===== src/rtl/eff_addr_gen.sv =====
module eff_addr_gen #(
  parameter int AW = 32,
  parameter int RN = 8,
  localparam int SW = $clog2(RN)
) (
  input  logic          clk,
  input  logic          rst_n,
  input  logic          in_valid,
  input  logic          use_base,
  input  logic [SW-1:0] base_sel,
  input  logic          use_index,
  input  logic [SW-1:0] index_sel,
  input  logic [1:0]    scale_code,
  input  logic [1:0]    disp_size,
  input  logic [AW-1:0] disp_bytes,
  output logic [SW-1:0] rf_base_addr,
  input  logic [AW-1:0] rf_base_data,
  output logic [SW-1:0] rf_index_addr,
  input  logic [AW-1:0] rf_index_data,
  output logic [AW-1:0] ea_out,
  output logic          ea_valid
);

  logic [AW-1:0] base_term, index_term, disp_term, sum;

  assign rf_base_addr  = base_sel;
  assign rf_index_addr = index_sel;

  assign base_term  = use_base  ? rf_base_data : '0;
  assign index_term = use_index ? (rf_index_data << scale_code) : '0;

  always_comb begin
    case (disp_size)
      2'd1:    disp_term = {{(AW-8){disp_bytes[7]}}, disp_bytes[7:0]};
      2'd2:    disp_term = {{(AW-16){disp_bytes[15]}}, disp_bytes[15:0]};
      2'd3:    disp_term = disp_bytes;
      default: disp_term = '0;
    endcase
  end

  assign sum = base_term + index_term + disp_term;

  always_ff @(posedge clk or negedge rst_n) begin
    if (!rst_n) begin
      ea_valid <= 1'b0;
      ea_out   <= '0;
    end else begin
      ea_valid <= in_valid;
      if (in_valid) ea_out <= sum;
    end
  end


  reset_clear_chk: assert property (@(posedge clk) !rst_n |=> (!ea_valid && ea_out == '0));


  valid_delay_chk: assert property (@(posedge clk) disable iff (!rst_n)
    in_valid |=> ea_valid);


  valid_drop_chk: assert property (@(posedge clk) disable iff (!rst_n)
    !in_valid |=> !ea_valid);


  hold_out_chk: assert property (@(posedge clk) disable iff (!rst_n)
    !in_valid |=> $stable(ea_out));


  direct_addr_chk: assert property (@(posedge clk) disable iff (!rst_n)
    (in_valid && !use_base && !use_index && disp_size == 2'd3) |=> ea_out == $past(disp_bytes));


  empty_addr_chk: assert property (@(posedge clk) disable iff (!rst_n)
    (in_valid && !use_base && !use_index && disp_size == 2'd0) |=> ea_out == '0);

endmodule


===== config.mk =====
export PLATFORM = sky130hd
export DESIGN_NAME = eff_addr_gen
export DESIGN_NICKNAME = d
export VERILOG_FILES = /design/src/rtl/eff_addr_gen.sv
export SDC_FILE = /design/constraint.sdc
export NUM_CORES = 1
export LEC_CHECK = 0
export BUFFER_PORTS_ARGS = -buffer_cell sky130_fd_sc_hd__buf_2
export CORE_MARGIN = 1.5
export CORE_UTILIZATION = 40
export CTS_BUF_LIST = sky130_fd_sc_hd__clkbuf_4 sky130_fd_sc_hd__clkbuf_8
export DETAILED_ROUTE_END_ITERATION = 12
export SYNTH_ARGS = -nofsm -noshare
export SYNTH_HDL_FRONTEND = slang
export SYNTH_SLANG_ARGS = --single-unit

===== constraint.sdc =====
create_clock -name clk -period 2.25 [get_ports clk]
set_clock_uncertainty 0.05 [all_clocks]
set_input_delay 0.225 -clock clk [delete_from_list [all_inputs] [get_ports clk]]
set_output_delay 0.225 -clock clk [all_outputs]
set_load 0.02 [all_outputs]

* Word-level counts from Yosys, hierarchy flattened
Index checks and enable logic that the tools add are counted.
Cells by class: $add $sub $neg 2, equality and inequality tests 3, shifts and indexed selects 1, muxes and demuxes 3
Operators with widths (count):
- $pmux 32 s3 | 1
- $add 32x32->32 | 2
- $mux 32 | 2
- $shl 32x2->32 | 1
- $eq 2x2->1 const B | 2
- $eq 2x1->1 const B | 1
Word-level totals: bits in registers 33, output and inout port bits 39, logic and storage cells 11

* Depth between registers and ports, before layout
depth in word-level cells 4, mapped depth 16, gate-level depth less buffers 14

* Worst setup path before layout
OpenSTA, ideal clock, no wires.
path kind input -> register, start input scale_code[0], end register ea_out[31], setup time 133 ps, arrival 3985 ps, required time 2067 ps, slack -1917 ps, stages on the path 15, buffers on the path 3, cells stage by stage clkbuf_1 > buf_1 > mux4_2 > nand2_1 > fa_1 > inv_1 > ha_1 > buf_6 > a21o_1 > a221o_1 > a311oi_1 > o21ai_2 > a221o_1 > nand4_1 > o211ai_2
Between the ends: longest elaborated chain between the ends 4
RTL lines:
- start: declaration | RTL line 13 | input logic [1:0] scale_code,
- $shl 32x2->32 | RTL line 30 | assign index_term = use_index ? (rf_index_data << scale_code) : '0;
- $mux 32 | RTL line 30
- $add 32x32->32 (2 in series) | RTL line 41 | assign sum = base_term + index_term + disp_term;
- end signal: assignment | RTL line 49 | if (in_valid) ea_out <= sum;
- end: declaration | RTL line 20 | output logic [AW-1:0] ea_out,
Every way passes these cells. A chain may end at the register's enable or synchronous reset.

* Final worst setup path
start input scale_code[0], end register ea_out[19]
Same word-level chain as after synthesis.

==> summary.md <==
| Metric | Value |
|---|---|
| Status | finished with violations |
| Failing checks | negative setup slack |
| Power Density | 654 nW/um^2 |
| Dpl cell area | 6900 sq um |
| Num ports | 150 |
| Switching share of power | 0.438 |
| Initial antenna violation count | 1 |
| Worst Path Required | 2.37 ns |
| CP arrival | 3.30 ns |
| Max-slew headroom | 0.498 |
| Part of the cycle the worst path needs | 1.41 |
| Seq/Total Area, Yosys | 0.166 |
| Multi-input gate area | ~4400 sq um |
| Cell count after placement | 964 |
| Final TNS setup | -19.58 ns |
| Fmax | approximately 310 MHz |
| Worst Slack Setup Final | -0.928 ns |
| TritonRoute pass-1 iters | 4 |
| Comb pwr share | 0.716 |
| CP bufs+invs | 4 |
| DP Wirelength | about 14000 microns |
| Clk buf depth | 2 |
| Layout area overhead | 57.5% |
| Switching power | approximately 2200 uW |
| LEAKAGE | between 0.003 and 0.004 uW |
| Syn. warnings | 0 |
| Standard-cell rows | 40 |
| Crit. End Element | flop |
| Mapped cell area | about 5000 sq um |
| Drt total wl | 16800 microns |
| # fillers | about 1000 |
| CP startpoint kind | primary input |
| Final nets | approximately 1000 |
| Die area | 13100 sq um |
| Count of final setup violators | 28 |
| DR vias/cell | between 5 and 6 |
| Clock tree root driver cell | clkbuf_8 |
| Critical path peak fanout | 5 |
| Number of synthesized flops with an enable pin | 0 |
| Die width | 115 microns |
| Clk network pwr share | 0.095 |
| Max H-tree Level | 2 |
| Placer congestion estimate | ~0.89 |
| Top cells by area, synth | dfrtp_1, fa_1, mux4_2, ha_1, nand2_1 |
| Largest net degree at the start of global routing | 34 |
| Post-route ant nets | 0 |
| Synthesized flop and latch total | 33 |
| Critical path, cell by cell | buf_12 -> buf_8 -> mux2_4 -> nand3_2 -> fa_1 -> inv_1 -> ha_2 -> fa_2 -> a211oi_2 -> o21ai_1 -> a21oi_2 -> buf_6 -> nand3b_1 -> o31ai_2 -> xor2_1 -> mux2_4 |
| Worst path top cell family by delay | adder cells |
| Worst slew pin tran | around 0.75 ns |
| Clk_lat worst skew | 0.29 ns |
| Fin area | 7840 sq um |
| First-pass GRT wire length | 26700 microns |
| Initial DRC count | 264 |
| Top-area cell type share of the netlist area | 0.166 |
| Max cap viols | 0 |
| Slowest-stage cell, CP | fa_1 |
| Synth area leader | dfrtp_1 |
| Most frequent CP cell | mux2_4 |
| Clock Sinks | 33 |
| Clock Pin Slew Worst Setup and Hold Paths | ~0.070 ns |
| Commonest non-fill, non-tap cell in the layout | buf_2 |
| Share of cells above drive strength 1 | 0.558 |
| CTS tree | done |
| Final Critical Period | about 3.2 ns |
| Vias in the first global route | around 5600 |
| Drt drc | 0 |
| Total Power | 5120 uW |
| Async set-reset flop share out of synthesis | 1.00 |
| Int Power | 2880 uW |
| Final cell count without fillers | about 1000 |
| Vias | around 5300 |
| CP Class | primary input to flop |
| Worst vdd ir | about 0.37 mV |
| DIE HEIGHT | between 100 and 150 microns |
| Post-synthesis cell count | 567 |
| Syn Area/Cell | 8.78 sq um |
| Hold_ws | between 0.4 and 0.5 ns |
| HP Class | primary input to output port |
| Unrepaired setup endpoints after global routing | true |
| Drt wl/cell | 16.9 microns |
| Top FF cell, synth | dfrtp_1 |
| Most frequent cells in the layout | buf_2, buf_4, nand2_1 |
| Final hold vios | 0 |
| Reg area | 826 sq um |
| Grt total ovfl | 0 |
| Slew Viols, Final | 0 |
| Post-synth cell types | between 60 and 70 |
| Total track usage | 0.257 |
| Seq pwr share | 0.189 |
| Port buffer count | between 100 and 150 |
| Crit path largest cell delay | 0.50 ns |
| CTS Buf Count | 5 |
| Mapped Nets | 740 |
| Initial Util | 0.413 |
| Core box area | between 10000 and 15000 sq um |
==> area by class of cell <==
| class | instances | share of cell area |
|---|---|---|
| tap | 168 | 0.0268 |
| sequential | 33 | 0.105 |
| antenna | 1 | 0.000319 |
| clock buffer | 7 | 0.0115 |
| inverter | 68 | 0.0326 |
| timing repair buffer | 290 | 0.258 |
| multi-input combinational | 428 | 0.565 |
==> per-layer routing <==
| metal | track usage | wire, microns |
|---|---|---|
| met5 | 0 | 0 |
| met4 | 0.0575 | 293 |
| met3 | 0.0344 | 774 |
| met2 | 0.474 | 8760 |
| met1 | 0.316 | 6960 |
==> cell usage after synthesis, types with 8 or more instances <==
| cell | number |
|---|---|
| a21o_1 | 11 |
| a21oi_1 | 55 |
| and2_1 | 8 |
| clkbuf_1 | 23 |
| dfrtp_1 | 33 |
| fa_1 | 32 |
| ha_1 | 30 |
| inv_1 | 68 |
| mux2_2 | 19 |
| mux4_2 | 27 |
| nand2_1 | 88 |
| nand3_1 | 15 |
| nor2_1 | 15 |
| o21ai_0 | 17 |
| xnor2_1 | 12 |
==> power by group through the flow <==
stage	Clock, uW	Combinational, uW	Sequential (uW)
after floorplan	0	1620	1260
after global placement	0	3040	967
after detailed placement	0	3100	974
after CTS	498	3440	967
after global routing	512	3950	998
final	487	3670	969
==> flip-flops by register name, summed over array words and instances, names as in the netlist <==
name	cells
ea_valid	1
ea_out	32
==> stage by stage <==
stage                util  setup WS (ns)
finish              0.650         -0.928
global route        0.649          -1.01
CTS                 0.623         -0.907
detailed placement  0.572          -1.37
global placement    0.572          -1.31
floorplan               -          -1.19
==> path summary, 6_finish.rpt <==
check | cells past startpoint | from | slack, ns | endpoint
max in group asynchronous | 2 | rst_n | 1.16 | ea_out[13]
min in group asynchronous | 2 | rst_n | 0.50 | ea_out[25]
hold reg to reg | 1 | ea_out[20] | 0.45 | ea_out[20]
hold / removal | 0 | base_sel[0] | 0.40 | rf_base_addr[0]
setup reg to reg | 3 | ea_out[28] | 1.28 | ea_out[28]
setup / recovery | 16 | scale_code[0] | -0.93 | ea_out[19]
==> what timing repair did <==
| item | CTS | global route |
|---|---|---|
| hold buffers | 1 | 0 |
| gates resized for setup | 88 | 54 |
| endpoints found under the setup margin | 29 | 29 |
| pin swaps | 48 | 22 |
| endpoints found under the hold margin | 8 | 0 |
| buffers inserted | 12 | 14 |
| gates cloned | 1 | 0 |
==> logic make-up after synthesis <==
family                     count (synthesis)  synth area share
and+or+nand+nor                          164             0.153
AOI/OAI and AO/OA                        133             0.178
buffers and inverters                    106            0.0878
adders and majority gates                 62             0.204
muxes                                     50             0.174
DFF                                       33             0.166
xor gates and xnor gates                  19            0.0362
(Power assumes the default switching activity.)
